--- src/rtl/cws_pkg.sv ---
package cws_pkg;
  typedef enum logic [1:0] {
    CWS_IDLE = 2'd0,
    CWS_RUN  = 2'd1,
    CWS_TAIL = 2'd2
  } cws_state_e;

  // a tick spans two core clocks when either select asks for it
  function automatic logic cws_slow_tick(input logic div2, input logic half);
    return div2 | half;
  endfunction

  // completed column pulse: strobe returns from low to high
  function automatic logic cws_pulse_edge(input logic cur_bit, input logic next_bit);
    return !cur_bit && next_bit;
  endfunction
endpackage

--- src/rtl/cws_pattern_regs.sv ---
module cws_pattern_regs #(
  parameter int          PAT_W    = 32,
  parameter int          NUM_REGS = 3,
  parameter int          ADDR_W   = 2,
  parameter logic [31:0] RESET0   = 32'h0000_057F,
  localparam int         SEQ_W    = PAT_W * NUM_REGS
) (
  input  logic              clk,
  input  logic              rst_n,
  input  logic              wr_en,
  input  logic [ADDR_W-1:0] addr,
  input  logic [PAT_W-1:0]  wdata,
  input  logic              full_rate,
  output logic [PAT_W-1:0]  rdata,
  output logic [SEQ_W-1:0]  pattern,
  output logic              cfg_err
);
  logic [SEQ_W-1:0] pat_q;
  logic [SEQ_W-1:0] cand;
  logic             addr_ok;
  logic             err_d;

  // true when some level in the circular pattern lasts a single bit
  function automatic logic has_short_run(input logic [SEQ_W-1:0] p);
    logic bad;
    bad = 1'b0;
    for (int i = 0; i < SEQ_W; i++) begin
      if ((p[i] != p[(i + SEQ_W - 1) % SEQ_W]) && (p[i] != p[(i + 1) % SEQ_W]))
        bad = 1'b1;
    end
    return bad;
  endfunction

  assign addr_ok = (int'(addr) < NUM_REGS);

  always_comb begin
    cand  = pat_q;
    rdata = '0;
    for (int g = 0; g < NUM_REGS; g++) begin
      if (addr == ADDR_W'(g)) begin
        cand[g*PAT_W +: PAT_W] = wdata;
        rdata                  = pat_q[g*PAT_W +: PAT_W];
      end
    end
  end

  assign err_d = wr_en && addr_ok && full_rate &&
                 ((cand[3:0] != 4'hF) || has_short_run(cand));

  always_ff @(posedge clk or negedge rst_n) begin
    if (!rst_n) begin
      pat_q   <= '1;
      pat_q[PAT_W-1:0] <= RESET0[PAT_W-1:0];
      cfg_err <= 1'b0;
    end else begin
      cfg_err <= err_d;
      if (wr_en && addr_ok) pat_q <= cand;
    end
  end

  assign pattern = pat_q;
endmodule

--- src/rtl/cws_tick_gen.sv ---
module cws_tick_gen (
  input  logic clk,
  input  logic rst_n,
  input  logic start,
  input  logic active,
  input  logic slow_sel,
  output logic tick
);
  logic slow_q;
  logic phase_q;

  always_ff @(posedge clk or negedge rst_n) begin
    if (!rst_n) begin
      slow_q  <= 1'b0;
      phase_q <= 1'b0;
    end else if (start) begin
      slow_q  <= slow_sel;
      phase_q <= 1'b0;
    end else if (active) begin
      phase_q <= slow_q ? ~phase_q : 1'b0;
    end
  end

  assign tick = active && (!slow_q || phase_q);
endmodule

--- src/rtl/cws_shift_core.sv ---
module cws_shift_core
  import cws_pkg::*;
#(
  parameter int SEQ_W = 96,
  parameter int LEN_W = 8
) (
  input  logic             clk,
  input  logic             rst_n,
  input  logic             start,
  input  logic [SEQ_W-1:0] pattern,
  input  logic [LEN_W-1:0] burst_len,
  input  logic             tick,
  output logic             col_n,
  output logic             row_n,
  output logic             busy,
  output logic             pulse_ev
);
  cws_state_e       st_q;
  logic [SEQ_W-1:0] work_q;
  logic [LEN_W-1:0] remain_q;

  assign pulse_ev = (st_q == CWS_RUN) && tick && cws_pulse_edge(work_q[0], work_q[1]);

  always_ff @(posedge clk or negedge rst_n) begin
    if (!rst_n) begin
      st_q     <= CWS_IDLE;
      work_q   <= '1;
      remain_q <= '0;
    end else begin
      unique case (st_q)
        CWS_IDLE: if (start) begin
          work_q   <= pattern;
          remain_q <= burst_len;
          st_q     <= CWS_RUN;
        end
        CWS_RUN: if (tick) begin
          work_q <= {work_q[0], work_q[SEQ_W-1:1]};
          if (pulse_ev) begin
            remain_q <= remain_q - 1'b1;
            if (remain_q == LEN_W'(1)) st_q <= CWS_TAIL;
          end
        end
        CWS_TAIL: if (tick) st_q <= CWS_IDLE;
        default: st_q <= CWS_IDLE;
      endcase
    end
  end

  assign busy  = (st_q != CWS_IDLE);
  assign row_n = !busy;
  assign col_n = busy ? work_q[0] : 1'b1;
endmodule

--- src/rtl/cas_wave_seq.sv ---
module cas_wave_seq
  import cws_pkg::*;
#(
  parameter int  PAT_W    = 32,
  parameter int  NUM_REGS = 3,
  parameter int  LEN_W    = 8,
  localparam int ADDR_W   = $clog2(NUM_REGS),
  localparam int SEQ_W    = PAT_W * NUM_REGS
) (
  input  logic              clk,
  input  logic              rst_n,
  input  logic              cfg_wr_en,
  input  logic [ADDR_W-1:0] cfg_addr,
  input  logic [PAT_W-1:0]  cfg_wdata,
  output logic [PAT_W-1:0]  cfg_rdata,
  input  logic              div2_sel,
  input  logic              half_bus_sel,
  input  logic              burst_start,
  input  logic [LEN_W-1:0]  burst_len,
  output logic              row_strobe_n,
  output logic              col_strobe_n,
  output logic              busy,
  output logic              cfg_err
);
  logic [SEQ_W-1:0] pattern_w;
  logic             start_w;
  logic             tick_w;
  logic             pulse_w;
  logic             slow_w;

  assign slow_w  = cws_slow_tick(div2_sel, half_bus_sel);
  assign start_w = burst_start && !busy && (burst_len != '0);

  cws_pattern_regs #(
    .PAT_W(PAT_W), .NUM_REGS(NUM_REGS), .ADDR_W(ADDR_W)
  ) regs_i (
    .clk(clk), .rst_n(rst_n), .wr_en(cfg_wr_en), .addr(cfg_addr),
    .wdata(cfg_wdata), .full_rate(!slow_w), .rdata(cfg_rdata),
    .pattern(pattern_w), .cfg_err(cfg_err)
  );

  cws_tick_gen tick_i (
    .clk(clk), .rst_n(rst_n), .start(start_w), .active(busy),
    .slow_sel(slow_w), .tick(tick_w)
  );

  cws_shift_core #(.SEQ_W(SEQ_W), .LEN_W(LEN_W)) core_i (
    .clk(clk), .rst_n(rst_n), .start(start_w), .pattern(pattern_w),
    .burst_len(burst_len), .tick(tick_w), .col_n(col_strobe_n),
    .row_n(row_strobe_n), .busy(busy), .pulse_ev(pulse_w)
  );
endmodule

--- config.mk ---
export PLATFORM = sky130hd
export DESIGN_NAME = cas_wave_seq
export DESIGN_NICKNAME = d
export VERILOG_FILES = /design/src/rtl/cws_pkg.sv /design/src/rtl/cws_pattern_regs.sv /design/src/rtl/cws_tick_gen.sv /design/src/rtl/cws_shift_core.sv /design/src/rtl/cas_wave_seq.sv
export SDC_FILE = /design/constraint.sdc
export NUM_CORES = 1
export LEC_CHECK = 0
export BUFFER_PORTS_ARGS = -buffer_cell sky130_fd_sc_hd__buf_2
export CAP_MARGIN = 20
export CELL_PAD_IN_SITES_DETAIL_PLACEMENT = 0
export CELL_PAD_IN_SITES_GLOBAL_PLACEMENT = 1
export CORE_ASPECT_RATIO = 0.5
export CORE_MARGIN = 5
export CORE_UTILIZATION = 49
export DETAILED_ROUTE_END_ITERATION = 7
export MAX_ROUTING_LAYER = met4
export PLACE_DENSITY_LB_ADDON = 0.08
export SLEW_MARGIN = 10
export SYNTH_ARGS = -nofsm -noshare
export SYNTH_HDL_FRONTEND = slang
export SYNTH_HIERARCHICAL = 1
export SYNTH_SLANG_ARGS = --single-unit
--- constraint.sdc ---
create_clock -name clk -period 2.8 [get_ports clk]
set_input_delay 0.28 -clock clk [delete_from_list [all_inputs] [get_ports clk]]
set_output_delay 0.28 -clock clk [all_outputs]
set_load 0.1 [all_outputs]
; ---- Yosys cells after proc, flatten, opt, wreduce, memory -nomap -nowiden
; Cells that the tools add are included.
; W data, S select, Z words.
[totals]
regBits = 205
input_bits = 48
output_inout_bits = 36
wordCells = 453
[op_classes]
n_addsub = 1
order_cmp = 1
eq_ne = 203
n_mux = 119
bitwise = 2
n_reduce_logical = 120
[ops]
columns = op, n
row1 = $mux W32, 6
row2 = $mux W96, 2
row3 = $ne A1 B1 Y1, 192
row4 = $pmux W96 S2, 1
row5 = $logic_and A1 B1 Y1, 105
row6 = $mux W1, 100
row7 = $mux W8, 3
row8 = $pmux W8 S2, 1
row9 = $mux W2, 5
row10 = $eq A8 B1 Y1 const B, 1
row11 = $ne A2 B1 Y1 const B, 4
row12 = $reduce_bool A8 Y1, 1
row13 = $sub A8 B1 Y8 const B, 1
row14 = $pmux W2 S3, 1
row15 = $reduce_bool A2 Y1, 3
row16 = $reduce_and A5 Y1, 1
row17 = $eq A2 B1 Y1 const B, 2
row18 = $eq A2 B2 Y1 const B, 2
row19 = $logic_not A1 Y1, 4
row20 = $logic_not A2 Y1, 2
row21 = $ne A4 B4 Y1 const B, 1
row22 = $reduce_and A4 Y1, 1
row23 = $reduce_and A3 Y1, 1
row24 = $logic_or A1 B1 Y1, 2
row25 = other kinds (4), 4

; ---- Longest topological paths before layout
; Gate-level depths: netlist of the first run.
[logic_depth]
ltp_word = 102
mapped_depth = 12
depth_no_buf = 8

; ---- Hierarchy
; The synthesis of the first run kept the hierarchy.
[modules_own_cells]
columns = mod, n_inst, cells_each, area_per_inst_um2, seq_area_each_um2
row1 = cws_pattern_regs, 1, 734, 7203.2, 2518.7
row2 = cws_shift_core, 1, 493, 5158.7, 2772.7
row3 = cws_tick_gen, 1, 8, 95.1, 50.0
row4 = cas_wave_seq, 1, 6, 46.3, 0.0

; ---- Worst setup path after synthesis of the first run
; Ideal clock, no wire load.
[synth_path]
kind = in2out
startpoint = input port cfg_addr[0]
endpoint = output port cfg_rdata[10]
t_arrival_ns = 3.502
required_ns = 2.520
setup_slack_ns = -0.982
cell_stages = 5
n_path_buf = 3
cell_sequence = buf_2 -> buf_1 -> buf_1 -> mux2i_1 -> o21ai_0
[synth_between]
elab_chain_cells = 4
word_cells_on_any_way = 6
classes_between = 2 x eq/ne / 3 x mux / 1 x reduce/logical
[synth_rtl]
columns = element, line
row1 = "start, declared", cas_wave_seq.sv:13  ; input logic [ADDR_W-1:0] cfg_addr,
row2 = $logic_not A2 Y1, cws_pattern_regs.sv:40  ; if (addr == ADDR_W'(g)) begin
row3 = $mux W32 (2 in series), cws_pattern_regs.sv:40
row4 = $mux W32 *, cws_pattern_regs.sv:40
row5 = "end, declared", cas_wave_seq.sv:15  ; output logic [PAT_W-1:0] cfg_rdata,
; Mark *: on every way between the ends. The rest lies on a longest branch, timed or not.

; ---- Final worst setup path of the first run
[layout_path]
startpoint = register regs_i.pat_q[93], in the netlist regs_i/pattern[93]
endpoint = register regs_i.cfg_err
[layout_between]
elab_chain_cells = 9
word_cells_on_any_way = 14
classes_between = 4 x eq/ne / 5 x mux / 5 x reduce/logical
[layout_rtl]
columns = element, line
row1 = "start, declared", cws_pattern_regs.sv:18  ; logic [SEQ_W-1:0] pat_q;
row2 = "start signal, assigned by index", cws_pattern_regs.sv:53  ; pat_q[PAT_W-1:0] <= RESET0[PAT_W-1:0];
row3 = "start signal, assigned", cws_pattern_regs.sv:57  ; if (wr_en && addr_ok) pat_q <= cand;
row4 = $mux W32 *, cws_pattern_regs.sv:40
row5 = $ne A1 B1 Y1, cws_pattern_regs.sv:28  ; if ((p[i] != p[(i + SEQ_W - 1) % SEQ_W]) && (p[i] != p[(i + 1) % SEQ_W]))
row6 = $logic_and A1 B1 Y1, cws_pattern_regs.sv:28
row7 = $mux W1 (2 in series), cws_pattern_regs.sv:28
row8 = $mux W1 * (2 in series), cws_pattern_regs.sv:28
row9 = $logic_or A1 B1 Y1 *, cws_pattern_regs.sv:48  ; ((cand[3:0] != 4'hF) || has_short_run(cand));
row10 = $logic_and A1 B1 Y1 *, cws_pattern_regs.sv:47  ; assign err_d = wr_en && addr_ok && full_rate &&
row11 = via regs_i.err_d, cws_pattern_regs.sv:21  ; logic err_d;
row12 = "end signal, assigned", cws_pattern_regs.sv:56  ; cfg_err <= err_d;
row13 = "end, declared", cws_pattern_regs.sv:16  ; output logic cfg_err
; The timed path passes the listed nets; every way through them passes the cells marked *.
; A chain may end at the register's enable or synchronous reset.

==> results_dict.tcl, run 1 <==
set metrics [dict create \
    reg2reg_from "regs_i/pattern[93]$_DFFE_PN1P_" \
    synth_area_per_cell_um2 10.08 \
    cts_buffers 21 \
    cts_tree "yes" \
    status "finished clean" \
    fin_area_mm2 0.01472 \
    diodes 0 \
    setup_viol 0 \
    worstRegToRegCells 7 \
    die_area_mm2 0.02900 \
    initial_core_util 0.4973 \
    power.density_mw_per_mm2 981.6 \
    cp.arrival_ps 2770 \
    insertion_delay_ps 510 \
    finalHoldViolCount 0 \
    placed_cell_area_mm2 0.01405 \
    root_buffer "clkbuf_16" \
    grt_pass1_wl_um 56970 \
    rsz0062_at_grt "no" \
    dp_hpwl_um 25810 \
    period_share 0.8494 \
    h-tree-depth 1 \
    period_needed_ps 2378 \
    postRouteAntennaNets 0 \
    worstHoldEndpoint "core_i/remain_q[0]$_DFFE_PN0P_" \
    ff2ff_setup_slack_ps 420 \
    r2r_end "regs_i/cfg_err$_DFF_PN0_" \
    io_pins 84 \
    rows 41 \
    synth_area_mm2 0.01250 \
    clock-skew-final_ps 10.73 \
    synth_cells 1240 \
    startpoint_type "flop" \
    grt_pass1_vias 9647 \
    relSlewSlack 0.5080 \
    final_core_util 0.5855 \
    post_cts_resized 0 \
    drive_above_1_share 0.3650 \
    drt_iter0_drc 717 \
    die_w_um 235.9 \
    grt_max_degree 64 \
    vdd_drop_max_mv 0.5276 \
    io_buffers 83 \
    die_h_um 122.9 \
    syn_to_final_growth_pct 17.74 \
    vias_per_cell 5.706 \
    hp-class "primary input to flop" \
    path_max_fanout 5 \
    clkTransAtPathRegs_ps 70 \
    fmax_mhz 420.5 \
    final_nets 1364 \
    detail_route.first_pass.iterations 8 \
    worstHoldPathCells 3 \
    grt.overflow.total 0 \
    place_inst 1632 \
    maxCapViolations 0 \
    critPathKind "flop to flop" \
    worst_hold_startpoint "burst_len[0]" \
    route.vias.total 9529 \
    core_mm2 0.02514 \
    final-max-slew-violation-count 0 \
    grtUsageTotal 0.2546 \
    drc 0 \
    leakagePower_uw 0.005769 \
    routedWlPerCell_um 21.31 \
    cts_sinks 205 \
    end_kind "flop" \
    stdcell_count 1670 \
    required_ps 3190 \
    cts_max_path_buffers 3 \
    power.total_uw 14450 \
    syn-num-nets 1292 \
    yosys_warnings 6 \
    wl_um 35590 \
    gp_congestion 0.9494 \
    antenna_found_initial 0 \
    worstMarginPinSlew_ps 717.5 \
]
metrics by stage:
step / setup slack (ps) / setup TNS, ps / hold WS [ps]
after CTS: 438.0 / 0 / 48.92
after floorplan: -232.8 / -232.8 / -15.59
after global placement: 193.6 / 0 / 314.3
final: 421.6 / 0 / 58.51
after detailed placement: 184.6 / 0 / 317.5
after global routing: 340.8 / 0 / 50.51
placed cells by master, fill, tap and decap left out, types with 5 or more instances in the layout:
| cell | instances |
|---|---|
| a21oi_1 | 30 |
| o22ai_1 | 8 |
| nor3b_1 | 11 |
| dfstp_2 | 169 |
| o221ai_1 | 6 |
| clkinv_2 | 7 |
| nand3_1 | 5 |
| inv_1 | 7 |
| o211ai_1 | 6 |
| mux2_2 | 102 |
| nor2b_1 | 6 |
| nor2_1 | 53 |
| xor2_1 | 66 |
| o21ai_0 | 122 |
| o21ai_2 | 29 |
| nand2b_1 | 16 |
| clkbuf_16 | 21 |
| buf_12 | 42 |
| buf_4 | 44 |
| mux2i_1 | 157 |
| xnor2_1 | 49 |
| a221oi_1 | 24 |
| nor4_1 | 9 |
| nand2_1 | 170 |
| dfrtp_1 | 36 |
| nand3b_1 | 7 |
| buf_2 | 50 |
| nor3_1 | 6 |
state kept, by name, summed over array words and instances (netlist names):
| signal | flops |
|---|---|
| regs_i/pattern | 96 |
| core_i/remain_q | 8 |
| tick_i/phase_q | 1 |
| regs_i/cfg_err | 1 |
| core_i/st_q | 2 |
| core_i/work_q | 96 |
| tick_i/slow_q | 1 |
worst max-delay path: stages, from the launching register on:
cell,delay (ps)
dfstp_2,630
xor2_1,100
mux2i_1,250
o22ai_1,210
or4_1,540
nor4_1,260
and4_1,210
a31oi_1,70
repair_timing:
action | in CTS | in global routing
hold buffers | 1 | 0
endpoints found under the setup margin | 0 | 0
endpoints found under the hold margin | 20 | 0
setup buffers | 0 | 0
report_power, final:
group	total, µW	internal [µW]	leakage (µW)	switching (µW)
clock	2780	1560	0.000334	1220
combinational	6400	2540	0.00324	3860
sequential	5260	4380	0.00220	886
total	14400	8470	0.00577	5970
worst max path at each step:
| stage | start | endpoint | slack, ps | cells past startpoint |
|---|---|---|---|---|
| final | regs_i/pattern[93]$_DFFE_PN1P_ | regs_i/cfg_err$_DFF_PN0_ | 420 | 7 |
| after CTS | regs_i/pattern[55]$_DFFE_PN1P_ | regs_i/cfg_err$_DFF_PN0_ | 440 | 7 |
| after global routing | core_i/st_q[0]$_DFFE_PN0P_ | core_i/work_q[43]$_DFFE_PN1P_ | 340 | 7 |
| after global placement | cfg_addr[1] | regs_i/cfg_err$_DFF_PN0_ | 190 | 10 |
| after detailed placement | cfg_addr[1] | regs_i/cfg_err$_DFF_PN0_ | 180 | 10 |
| after floorplan | cfg_addr[0] | cfg_rdata[10] | -230 | 5 |
routing by layer:
layer,GRT usage,up-vias,share of wire
met5,-,-,0
met4,0.03370,0,0.012
met3,0.04636,33,0.047
met2,0.3682,183,0.42
met1,0.3845,4770,0.53
li1,-,4543,-
cell type report:
| type | count | area, µm² |
|---|---|---|
| clock buffer | 27 | 578.1 |
| timing repair buffer | 138 | 1445 |
| clock inverter | 10 | 82.58 |
| inverter | 7 | 26.28 |
| sequential | 205 | 5341 |
| fill | 2233 | 10420 |
| tap | 344 | 430.4 |
| multi-input combinational | 939 | 6813 |
Power figures use the tool's default switching activity.
==> inputs of run 2 (changes only) <==
==> constraint.sdc (replaced) <==
create_clock -name clk -period 2.25 [get_ports clk]
set_input_delay 0.225 -clock clk [delete_from_list [all_inputs] [get_ports clk]]
set_output_delay 0.225 -clock clk [all_outputs]
set_load 0.1 [all_outputs]
==> results_dict.tcl, run 2 (synthesized netlist as in run 1, its figures left out) <==
set metrics [dict create \
    status "finished clean" \
    drt_iter0_drc 857 \
    layout_commonest_cell "nand2_1" \
    met2_usage 0.3829 \
    setup_viol 0 \
    p_int_uw 11420 \
    postRouteAntennaNets 0 \
    seqPwrFrac 0.334 \
    die_w_um 235.9 \
    slowest_delay_ps 380 \
    period_share 0.9971 \
    grt-busiest-layer "met1" \
    finalHoldViolCount 0 \
    power.total_uw 19070 \
    grt_max_degree 193 \
    cts_buffers 21 \
    relSlewSlack 0.4196 \
    vdd_drop_max_mv 1.150 \
    placed_cell_area_mm2 0.01517 \
    clkTransAtPathRegs_ps 70 \
    reg2reg_from "core_i/st_q[0]$_DFFE_PN0P_" \
    cp.arrival_ps 2670 \
    fillers 2054 \
    power.density_mw_per_mm2 1190 \
    hp-class "primary input to flop" \
    layout_common_cells "nand2_1, dfstp_2, buf_4" \
    vias_per_cell 5.625 \
    place_ws_ps -262.7 \
    period_needed_ps 2244 \
    route.vias.total 10100 \
    antenna_found_initial 0 \
    fin_area_mm2 0.01603 \
    routedWlPerCell_um 20.74 \
    worstHoldPathCells 2 \
    dp_hpwl_um 27540 \
    drc 0 \
    sw_frac_of_total 0.4008 \
    leakagePower_uw 0.006455 \
    worstMarginPinSlew_ps 870.6 \
    crit_chain "or2_4, nand2b_1, a21oi_1, nand2b_1, a21o_4, buf_12, o21ai_0" \
    p_switching_uw 7643 \
    clock-skew-final_ps 14.20 \
    grt_pass1_wl_um 60020 \
    layout_setup_ws_ps 6.479 \
    required_ps 2680 \
    grt.overflow.total 0 \
    path_max_fanout 192 \
    wl_um 37240 \
    drive_above_1_share 0.4252 \
    detail_route.first_pass.iterations 7 \
    rows 41 \
    worstRegToRegCells 7 \
    final_core_util 0.6376 \
    cts_sinks 205 \
    final_nets 1489 \
    core_mm2 0.02514 \
    die_h_um 122.9 \
    worst_hold_startpoint "cfg_wdata[5]" \
    gp_congestion 0.9297 \
    syn_to_final_growth_pct 28.23 \
    critPathKind "flop to flop" \
    finalSetupTns_ps 0 \
    io_pins 84 \
    combPwrFrac 0.465 \
    grt_util_met3 0.04346 \
    met1_usage 0.4069 \
    r2r_end "core_i/work_q[73]$_DFFE_PN1P_" \
    cts_max_path_buffers 3 \
    end_kind "flop" \
    worstHoldEndpoint "regs_i/pattern[5]$_DFFE_PN1P_" \
    startpoint_type "flop" \
    crit_top_cell "nand2b_1" \
    maxCapViolations 0 \
    h-tree-depth 1 \
    cpMaxStageDelayCell "dfrtp_1" \
    root_buffer "clkbuf_16" \
    grt_pass1_vias 10280 \
    fmax_mhz 445.7 \
    grtUsageTotal 0.2655 \
    rsz0062_at_grt "yes" \
    insertion_delay_ps 520 \
    die_area_mm2 0.02900 \
    cts_tree "yes" \
    ff2ff_setup_slack_ps 6 \
    io_buffers 83 \
    clockPowerShare 0.201 \
    final-max-slew-violation-count 0 \
    initial_core_util 0.4973 \
]
-- run 2: layout make-up --
class	count	area, µm²	share of cell area
repair buffers	263	2404	0.1500
diodes	1	2.502	0.0001561
flip-flops and latches	205	5344	0.3334
well taps	344	430.4	0.02685
inverters	7	26.28	0.001639
clock inverters	8	151.4	0.009446
multi-input cells	939	7074	0.4414
clock buffers	29	595.6	0.03716
-- run 2: power groups by stage --
stage	clock [µW]	sequential [µW]	combinational, µW
after floorplan	0	6170	6050
after global placement	0	6350	8550
after detailed placement	0	6400	8720
after CTS	3930	6360	8780
after global routing	4110	6520	9630
final	3840	6370	8860
-- run 2: what timing repair did --
item / 4_1_cts / 5_1_grt
setup endpoints to repair: 1 / 1
buffers inserted: 2 / 3
hold endpoints to repair: 38 / 0
resized for setup: 2 / 7
pin swaps: 0 / 5
gates cloned: 0 / 0
hold buffers: 3 / 0
-- run 2: how the worst max path moves through the flow --
stage,from,endpoint,cells after the start
after floorplan,cfg_addr[0],cfg_rdata[10],5
after global placement,cfg_addr[0],regs_i/cfg_err$_DFF_PN0_,10
after detailed placement,cfg_addr[0],regs_i/cfg_err$_DFF_PN0_,10
after CTS,regs_i/pattern[58]$_DFFE_PN1P_,regs_i/cfg_err$_DFF_PN0_,7
after global routing,regs_i/pattern[72]$_DFFE_PN1P_,regs_i/cfg_err$_DFF_PN0_,8
final,core_i/st_q[0]$_DFFE_PN0P_,core_i/work_q[73]$_DFFE_PN1P_,7
-- run 2: per-stage QoR --
| stage | hold WS (ps) | std cells |
|---|---|---|
| 2_1_floorplan | -70.59 | 1240 |
| 3_3_place_gp | 166.6 | 1750 |
| 3_5_place_dp | 165.4 | 1750 |
| 4_1_cts | 17.98 | 1792 |
| 5_1_grt | 26.89 | 1795 |
| 6_report | 35.18 | 1796 |
-- run 2: per-layer routing --
| layer | part of all wire | vias to the layer above |
|---|---|---|
| li1 | - | 4785 |
| met1 | 0.51 | 5028 |
| met2 | 0.42 | 251 |
| met3 | 0.056 | 38 |
| met4 | 0.0093 | 0 |
| met5 | 0 | - |
-- run 2: worst max-delay path: cells and delay by family, from the launching register on --
| family | cells | cell delay [ps] |
|---|---|---|
| buffers and inverters | 1 | 230 |
| flip-flops | 1 | 380 |
| AO/OA/AOI/OAI | 3 | 780 |
| AND/OR/NAND/NOR | 3 | 590 |
==> inputs of run 3 (changes only) <==
--- a/config.mk
+++ b/config.mk
@@ -11,7 +11,7 @@
 export CELL_PAD_IN_SITES_GLOBAL_PLACEMENT = 1
 export CORE_ASPECT_RATIO = 0.5
 export CORE_MARGIN = 5
-export CORE_UTILIZATION = 49
+export CORE_UTILIZATION = 44
 export DETAILED_ROUTE_END_ITERATION = 7
 export MAX_ROUTING_LAYER = met4
 export PLACE_DENSITY_LB_ADDON = 0.08
==> constraint.sdc (replaced) <==
create_clock -name clk -period 2 [get_ports clk]
set_input_delay 0.2 -clock clk [delete_from_list [all_inputs] [get_ports clk]]
set_output_delay 0.2 -clock clk [all_outputs]
set_load 0.1 [all_outputs]
==> results_dict.tcl, run 3 (synthesized netlist as in run 1, its figures left out) <==
set metrics [dict create \
    status "finished with violations" \
    violations "negative setup slack" \
    final-max-slew-violation-count 0 \
    grt.overflow.total 0 \
    end_kind "flop" \
    grt_max_degree 58 \
    route.vias.total 10330 \
    die_w_um 248.4 \
    core_mm2 0.02787 \
    cts_sinks 205 \
    hp-class "primary input to flop" \
    slowest_delay_ps 560 \
    drive_above_1_share 0.4400 \
    detail_route.first_pass.iterations 7 \
    h-tree-depth 1 \
    path_max_fanout 3 \
    layout_commonest_cell "buf_4" \
    required_ps 2400 \
    finalHoldViolCount 0 \
    insertion_delay_ps 520 \
    vias_per_cell 5.440 \
    gp_congestion 0.9028 \
    wl_um 38400 \
    initial_core_util 0.4485 \
    grt_pass1_vias 10520 \
    rows 43 \
    io_buffers 83 \
    cts_tree "yes" \
    critPathKind "flop to flop" \
    syn_to_final_growth_pct 33.54 \
    grt_pass1_wl_um 60850 \
    drc 0 \
    worstMarginPinSlew_ps 818.9 \
    die_area_mm2 0.03208 \
    cp.arrival_ps 2570 \
    startpoint_type "flop" \
    period_share 1.085 \
    io_pins 84 \
    antenna_found_initial 1 \
    critPathBufInv 1 \
    dp_hpwl_um 29200 \
    drt_iter0_drc 531 \
    cts_max_path_buffers 3 \
    layout_common_cells "buf_4, nand2_1, dfstp_2" \
    setup_viol 1 \
    grtUsageTotal 0.2472 \
    final_core_util 0.5989 \
    postRouteAntennaNets 0 \
    root_buffer "clkbuf_16" \
    period_needed_ps 2170 \
    relSlewSlack 0.4385 \
    power.density_mw_per_mm2 1309 \
    die_h_um 129.2 \
    clock-skew-final_ps 20.56 \
    critPathTopFamily "simple AND/OR/NAND/NOR gates" \
    cpMaxStageDelayCell "dfstp_2" \
    maxCapViolations 0 \
    crit_chain "xor2_1, mux2i_1, buf_4, o32ai_1, or4_1, nor4_2, and4_1, a31oi_1" \
    finalSetupTns_ps -169.5 \
    routedWlPerCell_um 20.22 \
    rsz0062_at_grt "yes" \
    cts_buffers 20 \
    layout_setup_ws_ps -169.5 \
    leakagePower_uw 0.006801 \
    clkTransAtPathRegs_ps 70 \
    vdd_drop_max_mv 0.7022 \
    final_nets 1554 \
    fmax_mhz 460.9 \
]
run 3: metal layers:
| layer | track usage | part of all wire | routed length [µm] |
|---|---|---|---|
| met1 | 0.3787 | 0.53 | 20280 |
| met2 | 0.3574 | 0.42 | 16130 |
| met3 | 0.03524 | 0.040 | 1534 |
| met4 | 0.03079 | 0.012 | 451 |
| met5 | - | 0 | 0 |
run 3: worst reg2reg max path, stage by stage (launching register included):
cell and delay [ps]:
dfstp_2 560, xor2_1 100, mux2i_1 190, buf_4 150
o32ai_1 60, or4_1 530, nor4_2 150, and4_1 230
a31oi_1 70
run 3: area by class of cell:
cell class              count  area (µm²)
fillers                  2406       11180
flip-flops and latches    205        5341
well taps                 382       478.0
inverters                   7       26.28
clock buffers              34       654.4
multi-input cells         939        7117
clock inverters             2       10.01
repair buffers            329        3063
diodes                      1       2.502
run 3: power by group:
| part | switching [µW] | internal, µW |
|---|---|---|
| Sequential | 897 | 6110 |
| Combinational | 6280 | 4670 |
| Clock | 1680 | 2220 |
| Total | 8850 | 13000 |
run 3: path summary, 6_finish.rpt:
kind	startpoint	to	slack, ps	cells past startpoint
worst max-delay path	regs_i/pattern[58]$_DFFE_PN1P_	regs_i/cfg_err$_DFF_PN0_	-170	8
worst min-delay path	cfg_wdata[25]	regs_i/pattern[57]$_DFFE_PN1P_	20	2
worst max register to register	regs_i/pattern[58]$_DFFE_PN1P_	regs_i/cfg_err$_DFF_PN0_	-170	8
worst min register to register	core_i/work_q[94]$_DFFE_PN1P_	core_i/work_q[94]$_DFFE_PN1P_	470	2
max in group asynchronous	rst_n	core_i/work_q[66]$_DFFE_PN1P_	1040	3
min in group asynchronous	rst_n	core_i/remain_q[2]$_DFFE_PN0P_	210	2
run 3: stage by stage:
step | worst slack, ps | hold slack (ps) | std cells | total power (µW) | instance area (µm²)
finish | -169.5 | 23.30 | 1899 | 21850 | 16690
CTS | -181.1 | 1.471 | 1899 | 21940 | 16660
floorplan | -58.19 | -95.59 | 1240 | 14240 | 12950
global placement | -323.8 | 199.4 | 1845 | 17680 | 15810
global route | -296.2 | 14.06 | 1899 | 23240 | 16690
detailed placement | -345.3 | 209.8 | 1845 | 17890 | 15810
run 3: timing repair:
action                                 in CTS  in global routing
setup endpoints to repair                   2                  5
endpoints found under the hold margin      30                  0
buffers inserted                            1                  0
resized for setup                           1                  8
pin swaps                                   6                  3
hold buffers                               17                  0
